### src/rtl/pwm_sd_pkg.sv
package pwm_sd_pkg;
  typedef struct packed {
    logic armed;
    logic trip_high;
    logic safe_level;
  } sd_ctrl_t;
endpackage

### src/rtl/pwm_sd_sync.sv
module pwm_sd_sync #(
  parameter int STAGES = 2
) (
  input  logic clk,
  input  logic rst_n,
  input  logic d_i,
  output logic q_o
);
  logic [STAGES-1:0] chain_q;
  logic [STAGES-1:0] chain_d;

  always_comb begin
    chain_d = {chain_q[STAGES-2:0], d_i};
  end

  always_ff @(posedge clk or negedge rst_n) begin
    if (!rst_n) chain_q <= '0;
    else        chain_q <= chain_d;
  end

  assign q_o = chain_q[STAGES-1];
endmodule

### src/rtl/pwm_sd_detect.sv
module pwm_sd_detect
  import pwm_sd_pkg::*;
(
  input  sd_ctrl_t ctrl_i,
  input  logic     pin_sync_i,
  output logic     trip_o,
  output logic     pad_oe_o
);
  always_comb begin
    trip_o   = ctrl_i.armed & (pin_sync_i == ctrl_i.trip_high);
    pad_oe_o = ~ctrl_i.armed;
  end
endmodule

### src/rtl/pwm_sd_outmux.sv
module pwm_sd_outmux
  import pwm_sd_pkg::*;
#(
  parameter int NCH = 8
) (
  input  sd_ctrl_t         ctrl_i,
  input  logic             trip_i,
  input  logic [NCH-1:0]   wave_i,
  input  logic [NCH-1:0]   en_i,
  output logic [NCH-1:0]   out_o
);
  localparam int SHARED = NCH - 1;

  for (genvar ch = 0; ch < NCH; ch++) begin : g_ch
    if (ch == SHARED) begin : g_shared
      always_comb begin
        if (!en_i[ch] || ctrl_i.armed) out_o[ch] = 1'b0;
        else                           out_o[ch] = wave_i[ch];
      end
    end else begin : g_plain
      always_comb begin
        if (!en_i[ch])   out_o[ch] = 1'b0;
        else if (trip_i) out_o[ch] = ctrl_i.safe_level;
        else             out_o[ch] = wave_i[ch];
      end
    end
  end
endmodule

### src/rtl/pwm_shutdown_ctrl.sv
module pwm_shutdown_ctrl
  import pwm_sd_pkg::*;
#(
  parameter int NCH         = 8,
  parameter int SYNC_STAGES = 2
) (
  input  logic           clk,
  input  logic           rst_n,
  input  logic           trip_pin_i,
  input  logic [NCH-1:0] chan_wave_i,
  input  logic [NCH-1:0] chan_en_i,
  input  logic           sd_enable_i,
  input  logic           trip_polarity_i,
  input  logic           safe_level_i,
  output logic [NCH-1:0] pwm_o,
  output logic           trip_pad_oe_o,
  output logic           trip_status_o
);
  sd_ctrl_t ctrl;
  logic     pin_sync;
  logic     trip;

  always_comb begin
    ctrl.armed      = sd_enable_i;
    ctrl.trip_high  = trip_polarity_i;
    ctrl.safe_level = safe_level_i;
  end

  pwm_sd_sync #(.STAGES(SYNC_STAGES)) u_sync (
    .clk   (clk),
    .rst_n (rst_n),
    .d_i   (trip_pin_i),
    .q_o   (pin_sync)
  );

  pwm_sd_detect u_detect (
    .ctrl_i     (ctrl),
    .pin_sync_i (pin_sync),
    .trip_o     (trip),
    .pad_oe_o   (trip_pad_oe_o)
  );

  pwm_sd_outmux #(.NCH(NCH)) u_mux (
    .ctrl_i (ctrl),
    .trip_i (trip),
    .wave_i (chan_wave_i),
    .en_i   (chan_en_i),
    .out_o  (pwm_o)
  );

  assign trip_status_o = pin_sync;
endmodule

### config.mk
export PLATFORM = sky130hd
export DESIGN_NAME = pwm_shutdown_ctrl
export DESIGN_NICKNAME = d
export VERILOG_FILES = /design/src/rtl/pwm_sd_pkg.sv /design/src/rtl/pwm_sd_sync.sv /design/src/rtl/pwm_sd_detect.sv /design/src/rtl/pwm_sd_outmux.sv /design/src/rtl/pwm_shutdown_ctrl.sv
export SDC_FILE = /design/constraint.sdc
export NUM_CORES = 1
export LEC_CHECK = 0
export CAP_MARGIN = 40
export CORE_AREA = 4 4 41 43
export CTS_CLUSTER_SIZE = 28
export DETAILED_ROUTE_END_ITERATION = 16
export DIE_AREA = 0 0 45 47
export DONT_BUFFER_PORTS = 1
export SKIP_LAST_GASP = 1
export SLEW_MARGIN = 10
export SYNTH_ARGS = -nofsm -noshare
export SYNTH_HDL_FRONTEND = slang
export SYNTH_HIERARCHICAL = 1
export SYNTH_SLANG_ARGS = --single-unit
export TNS_END_PERCENT = 50
### constraint.sdc
create_clock -name clk -period 1.14 [get_ports clk]
set_input_delay 0.228 -clock clk [delete_from_list [all_inputs] [get_ports clk]]
set_output_delay 0.228 -clock clk [all_outputs]
set_load 0.005 [all_outputs]
* After elaboration in Yosys (flattened, before gate mapping)
Index checks and enable logic that the tools add are counted.
Word-level totals: bits in registers 2, latch bits 0, memory bits (writable) 0, ROM bits 0, input bits 22, output and inout bits 10, logic and storage cells 21, memories 0
Cells by class: add/subtract/negate cells 0, multipliers 0, div/mod/pow operators 0, order comparisons 0, equality and inequality tests 1, shift operators 0, multiplexer cells 15, bitwise operators 2, reductions and logical operators 2
Operators with widths (number):
- 1-bit two-way mux | 15
- 1-bit AND | 1
- 1-bit == test | 1
- 1-bit zero test | 1
- 1-bit logical OR | 1
- 1-bit inverter | 1

* Logic depth before layout (Yosys ltp)
Gate-level depths: netlist of run 1.
depth after elaboration 4, gate-level depth with buffers 4

* By module
Netlist of run 1, hierarchy kept.
Modules (own cells, without submodules):
- pwm_sd_outmux | times used 1, cells each 17, area each 113.9 um^2
- pwm_sd_sync | times used 1, cells each 2, area each 50.0 um^2
- pwm_sd_detect | times used 1, cells each 3, area each 16.3 um^2

* Least setup slack after synthesis of run 1
No wires, ideal clock.
path type flip-flop to output port, start reg u_sync.chain_q[1], end out pwm_o[1], data arrival time 1.056 ns, required time 0.912 ns, setup slack -0.144 ns, cell stages (with the launch flop) 5, path buffers 0, path through dfrtp_1 xor2_1 nor2_1 nand2_2 a21boi_1
On the way: longest elaborated chain between the ends 4
RTL lines:
- from (decl) | RTL line pwm_sd_sync.sv:9 | logic [STAGES-1:0] chain_q;
- from (signal assigned) | RTL line pwm_sd_sync.sv:18 | else chain_q <= chain_d;
- 1-bit == test | RTL line pwm_sd_detect.sv:10 | trip_o = ctrl_i.armed & (pin_sync_i == ctrl_i.trip_high);
- 1-bit AND | RTL line pwm_sd_detect.sv:10
- via trip | RTL line pwm_shutdown_ctrl.sv:21 | logic trip;
- 1-bit two-way mux | RTL line pwm_sd_outmux.sv:23 | else if (trip_i) out_o[ch] = ctrl_i.safe_level;
- 1-bit two-way mux | RTL line pwm_sd_outmux.sv:22 | if (!en_i[ch]) out_o[ch] = 1'b0;
- to (decl) | RTL line pwm_shutdown_ctrl.sv:15 | output logic [NCH-1:0] pwm_o,
The timed path passes the listed nets, and every way through them passes these cells.

* Final worst setup path of run 1
start reg u_sync.chain_q[1], end out pwm_o[4]
Same word-level chain as after synthesis.

==> run summary, run 1 <==
Pwr Density = 1010 mW/mm^2
Synth Warn # = 6
Antenna violations before repair = 0
Core box area = 0.00130 sq mm
Drt initial violations = 0
Worst-path maximum fanout = 4
Hold Crit Class = input port to flop
Most numerous cell in the Yosys netlist = nand2b_1
Die area = 0.00212 sq mm
Status = finished, violations left
Seq/Total Area, Yosys = 27.8%
Violated checks = negative setup slack
Root buf cell = clkbuf_4
Clk slew on worst S/H paths = 0.03 ns
Startpoint Class = flop
Final min period = 1.56 ns
# port buffers = 0
Reg2reg setup slack = 0.67 ns
Hold_sp = trip_pin_i
Vias in the first global route = 170
First-pass GRT wire length = 676 um
DR vias = 197
FP Rows = 13
Largest register FFs = 2
CTS tree = yes
H-tree depth = 1
Synthesized netlist cell count = 22
Setup Skew = 0.00184 ns
Synth area leaders = dfrtp_1 (28%), a21boi_1 (25%), nand2b_1 (24%)
Max Cap Viol = 0
DRC = 0
DRT Pass-1 Iters = 1
Pre-CTS setup slack = -0.168 ns
Antenna cells = 0
Slew headroom = 89.0%
Hold_ws = 0.0353 ns
Worst IR drop on VDD = 0.448 mV
ANT nets after route = 0
Top reg by flops = u_sync/chain_q
Slowest-stage cell, CP = dfrtp_1
CTS Buffer Depth = 2
Period utilization = 137%
Sinks on Clock Net = 2
Syn_area_per_cell = 8.19 sq um
DP Wirelength = 499 um
Largest net degree at the start of global routing = 8
FF+latch count, synth = 2
Final setup fails = 7
Ys async rst share = 100%
Mapped Nets = 44
Distinct cells, synth = 9
Largest area contributor in the netlist = dfrtp_1
Max Fclk = 640 MHz
I/O pins = 32
CP required = 0.91 ns
Crit path capture type = output pin
Overall routing resource usage = 4.90%
Static leakage = 0.139 nW
Detailed-route vias per instance = 4.38
GR Overflow Total = 0
Post-layout nets = 54
CP cell instances = xor2_2, nor2_4, buf_4, nand2b_1, a21boi_2
Utilization after layout = 24.8%
Critical Path AT = 1.33 ns
Placed cells = 41
Largest registers = u_sync/chain_q (2)
WL/cell = 13.6 um
CP max stage delay = 0.40 ns
Final setup TNS = -2.79 ns
DIE HEIGHT = 47 um
Crit Reg-Reg Startpoint = u_sync/chain_q[0]
Final setup margin = -0.422 ns
RSZ-0062 raised after global routing = true
Fin. Hold Viols = 0
TritonCTS Buffers = 3
Worst hold stages = 0
Number of flops mapped to enable cells by yosys = 0
Synth top cells by count = nand2b_1 (7), a21boi_1 (6), dfrtp_1 (2), nor2_1 (2)
Fin cells = 45
Area of the mapped netlist = 180 sq um
Starting Density = 13.8%
Synth Flop Type = dfrtp_1
Die width = 45 um
GPL Wtd Cong = 0.617
Worst min-delay path endpoint = u_sync/chain_q[0]
Synth top area share = 27.8%
Share of layout cells above drive strength 1 = 63.3%
Reg2reg path depth = 0
Worst Tran Pin Value = 0.165 ns
Final wirelength = 613 um
Skew-Pair Late Insertion Delay = 0.22 ns
CP Class = flop to output pin
Synth-to-layout area growth = 79.2%
Worst reg2reg endpoint = u_sync/chain_q[1]
Slew Limit Fails = 0
==> metrics by stage <==
stage,power [mW],instance area [sq um]
after global placement,0.143,231
final,0.324,323
after floorplan,0.122,183
after detailed placement,0.145,231
after CTS,0.311,264
after global routing,0.354,323
==> critical path: cells and delay by family, from the launching register on <==
| kind | cells | cell delay [ns] |
|---|---|---|
| xor+xnor | 1 | 0.20 |
| compound gates | 1 | 0.16 |
| flops | 1 | 0.40 |
| simple gates | 2 | 0.22 |
| buf+inv | 1 | 0.13 |
==> kinds of logic (layout without fill, tap and decap cells) <==
| logic type | count (synthesis) | in the layout | share of synthesized area [%] |
|---|---|---|---|
| xor gates and xnor gates | 1 | 1 | 4.86 |
| buffers and inverters | 1 | 9 | 2.08 |
| DFF | 2 | 2 | 27.8 |
| and+or+nand+nor | 11 | 11 | 34.0 |
| AOI/OAI and AO/OA | 7 | 7 | 31.2 |
==> metal layers <==
metal | vias to the layer above | part of all wire, % | GRT usage [%]
li1 | 87 | - | -
met1 | 89 | 31 | 4.55
met2 | 21 | 54 | 8.47
met3 | 0 | 15 | 1.15
met4 | 0 | 0 | 5.26
met5 | - | 0 | 0
==> report_power, final <==
group | leakage (nW) | total (mW) | switching [mW] | internal (mW)
Sequential | 0.0233 | 0.0778 | 0.00260 | 0.0752
Combinational | 0.101 | 0.0937 | 0.0401 | 0.0536
Clock | 0.0138 | 0.153 | 0.0371 | 0.116
==> worst max path at each step <==
stage | from | to | slack [ns] | cells past startpoint
2_1_floorplan | u_sync/chain_q[1] | pwm_o[1] | -0.06 | 4
3_3_place_gp | u_sync/chain_q[1] | pwm_o[6] | -0.14 | 5
3_5_place_dp | u_sync/chain_q[1] | pwm_o[1] | -0.17 | 5
4_1_cts | u_sync/chain_q[1] | pwm_o[1] | -0.41 | 5
5_1_grt | u_sync/chain_q[1] | pwm_o[4] | -0.48 | 5
6_report | u_sync/chain_q[1] | pwm_o[4] | -0.42 | 5
==> area by class of cell <==
type	instances	area, sq um
timing repair buffer	5	43.8
tap	15	18.8
sequential	2	50.0
multi-input combinational	19	184
clock buffer	3	22.5
fill	148	978
inverter	1	3.75
==> cell usage in the layout, fill, tap and decap left out <==
master,n
nand2_1,1
dfrtp_1,2
nand2b_4,2
nand2_4,1
inv_1,1
dlygate4sd3_1,1
nand2b_1,5
buf_6,1
buf_4,3
nor2_4,1
a21boi_2,7
xor2_2,1
nor2_1,1
clkbuf_4,3
==> what timing repair did <==
action	in CTS	in global routing
gates resized for setup	0	12
buffers inserted	0	0
pin swaps	0	6
endpoints found under the hold margin	2	0
hold buffers	1	0
setup endpoints to repair	7	7
Power figures use the tool's default switching activity.
==> run 2, diff against run 1 <==
--- a/config.mk
+++ b/config.mk
@@ -11,6 +11,7 @@
 export DETAILED_ROUTE_END_ITERATION = 16
 export DIE_AREA = 0 0 45 47
 export DONT_BUFFER_PORTS = 1
+export PLACE_DENSITY = 0.3
 export SKIP_LAST_GASP = 1
 export SLEW_MARGIN = 10
 export SYNTH_ARGS = -nofsm -noshare
==> run 2 against run 1 <==
Effect of this change:
- the flow still finishes with violations (negative setup slack)
- sequential cell count is the same
- fmax grew 0.76%
- critical path type unchanged
- largest cell class unchanged
- routed wire length shrank 7.8%
- die area is the same
- final area shrank 10%
- final cell count shrank 2.2%
==> run summary, run 2 (synthesis gave the netlist of run 1 again) <==
Hold_sp = trip_pin_i
H-tree depth = 1
Static leakage = 0.129 nW
Largest net degree at the start of global routing = 8
First-pass GRT wire length = 828 um
Final setup margin = -0.410 ns
CP max stage delay = 0.38 ns
Final setup fails = 7
Core box area = 0.00130 sq mm
Final min period = 1.55 ns
CP Class = flop to output pin
DRT Pass-1 Iters = 1
Largest registers = u_sync/chain_q (2)
Root buf cell = clkbuf_4
CP required = 0.91 ns
Slew headroom = 82.5%
Crit path buffers/inverters = 0
Die width = 45 um
Synth-to-layout area growth = 60.4%
Clock share of power = 49.4%
Overall routing resource usage = 6.00%
GPL Wtd Cong = 0.568
Commonest cells after routing, fill and taps aside = nand2b_1 (6), a21boi_1 (4), clkbuf_4 (3), a21boi_2 (3)
Sinks on Clock Net = 2
Worst IR drop on VDD = 0.634 mV
Worst-path maximum fanout = 7
Post-layout nets = 53
Pwr Density = 1080 mW/mm^2
FP Rows = 13
Max Cap Viol = 0
Crit path capture type = output pin
Reg area = 50.0 sq um
Starting Density = 13.8%
Status = finished, violations left
Violated checks = negative setup slack
TritonCTS Buffers = 3
CTS tree = yes
Setup Skew = 0.00682 ns
Drt initial violations = 0
DRC = 0
WL/cell = 12.8 um
FILL cells = 151
Max Fclk = 645 MHz
Die area = 0.00212 sq mm
Sw Pwr = 0.0751 mW
Commonest non-fill, non-tap cell in the layout = nand2b_1
Total design power = 0.312 mW
Skew-Pair Late Insertion Delay = 0.22 ns
DIE HEIGHT = 47 um
CP top delay family = flip-flops
Largest register FFs = 2
Crit Reg-Reg Startpoint = u_sync/chain_q[0]
DR vias = 190
Hold Crit Class = input port to flop
Hold_ws = 0.0387 ns
CTS Buffer Depth = 2
RSZ-0062 raised after global routing = true
Utilization after layout = 22.2%
Detailed-route vias per instance = 4.32
Part of the power in combinational logic = 25.9%
Pint = 0.237 mW
# port buffers = 0
Worst hold stages = 0
Antenna cells = 0
Startpoint Class = flop
ANT nets after route = 0
Slowest-stage cell, CP = dfrtp_1
Vias in the first global route = 204
Seq pwr share = 24.6%
Final wirelength = 565 um
Top reg by flops = u_sync/chain_q
Reg2reg setup slack = 0.68 ns
Switching share of power = 24.1%
Clk slew on worst S/H paths = 0.03 ns
Final setup TNS = -2.80 ns
Area of the multi-input gates = 149 sq um
Share of layout cells above drive strength 1 = 41.4%
Worst Tran Pin Value = 0.261 ns
Fin. Hold Viols = 0
Worst min-delay path endpoint = u_sync/chain_q[0]
Critical Path AT = 1.32 ns
I/O pins = 32
CP cell instances = xor2_1, nor2_2, nand2_4, a21boi_1
Placed cell area = 229 sq um
Final instance area = 289 sq um
Antenna violations before repair = 0
Period utilization = 136%
GR Overflow Total = 0
Reg2reg path depth = 0
Slew Limit Fails = 0
Worst reg2reg endpoint = u_sync/chain_q[1]
-- run 2: changes by cell type in the layout (fill, tap and decap cells not counted), sizes merged --
cell / change
buf: -1
-- run 2: what timing repair did --
action | 4_1_cts | 5_1_grt
setup buffers | 0 | 1
hold buffers | 1 | 0
pin swaps | 0 | 2
hold endpoints to repair | 2 | 0
gates resized for setup | 0 | 4
endpoints found under the setup margin | 7 | 7
-- run 2: how the worst max path moves through the flow --
stage | end | startpoint | slack [ns] | cells after the start
2_1_floorplan | pwm_o[1] | u_sync/chain_q[1] | -0.06 | 4
3_3_place_gp | pwm_o[6] | u_sync/chain_q[1] | -0.16 | 5
3_5_place_dp | pwm_o[2] | u_sync/chain_q[1] | -0.19 | 5
4_1_cts | pwm_o[2] | u_sync/chain_q[1] | -0.44 | 4
5_1_grt | pwm_o[1] | u_sync/chain_q[1] | -0.52 | 4
6_report | pwm_o[1] | u_sync/chain_q[1] | -0.41 | 4
-- run 2: cell type report --
cell class | count | share of cell area [%]
tap | 15 | 6.49
timing repair buffer | 4 | 15.6
clock buffer | 3 | 7.79
inverter | 1 | 1.30
sequential | 2 | 17.3
multi-input combinational | 19 | 51.5
-- run 2: layer usage --
| metal | vias up | global-route usage, % | wire length [um] | share of wire, % |
|---|---|---|---|---|
| li1 | 86 | - | - | - |
| met1 | 80 | 5.00 | 175 | 31 |
| met2 | 24 | 9.60 | 274 | 48 |
| met3 | 0 | 5.36 | 116 | 21 |
| met4 | 0 | 3.51 | 0 | 0 |
| met5 | - | 0 | 0 | 0 |
-- run 2: per-stage QoR --
step,std cells,setup slack (ns)
5_1_grt,44,-0.520
2_1_floorplan,22,-0.0614
6_report,44,-0.410
3_5_place_dp,39,-0.187
3_3_place_gp,39,-0.159
4_1_cts,43,-0.440
-- run 2: power groups by stage --
| stage | clock network, mW | logic (mW) | registers [mW] |
|---|---|---|---|
| 2_1_floorplan | 0 | 0.0446 | 0.0776 |
| 3_3_place_gp | 0 | 0.0662 | 0.0776 |
| 3_5_place_dp | 0 | 0.0677 | 0.0776 |
| 4_1_cts | 0.163 | 0.0711 | 0.0771 |
| 5_1_grt | 0.181 | 0.0885 | 0.0772 |
| 6_report | 0.154 | 0.0810 | 0.0769 |
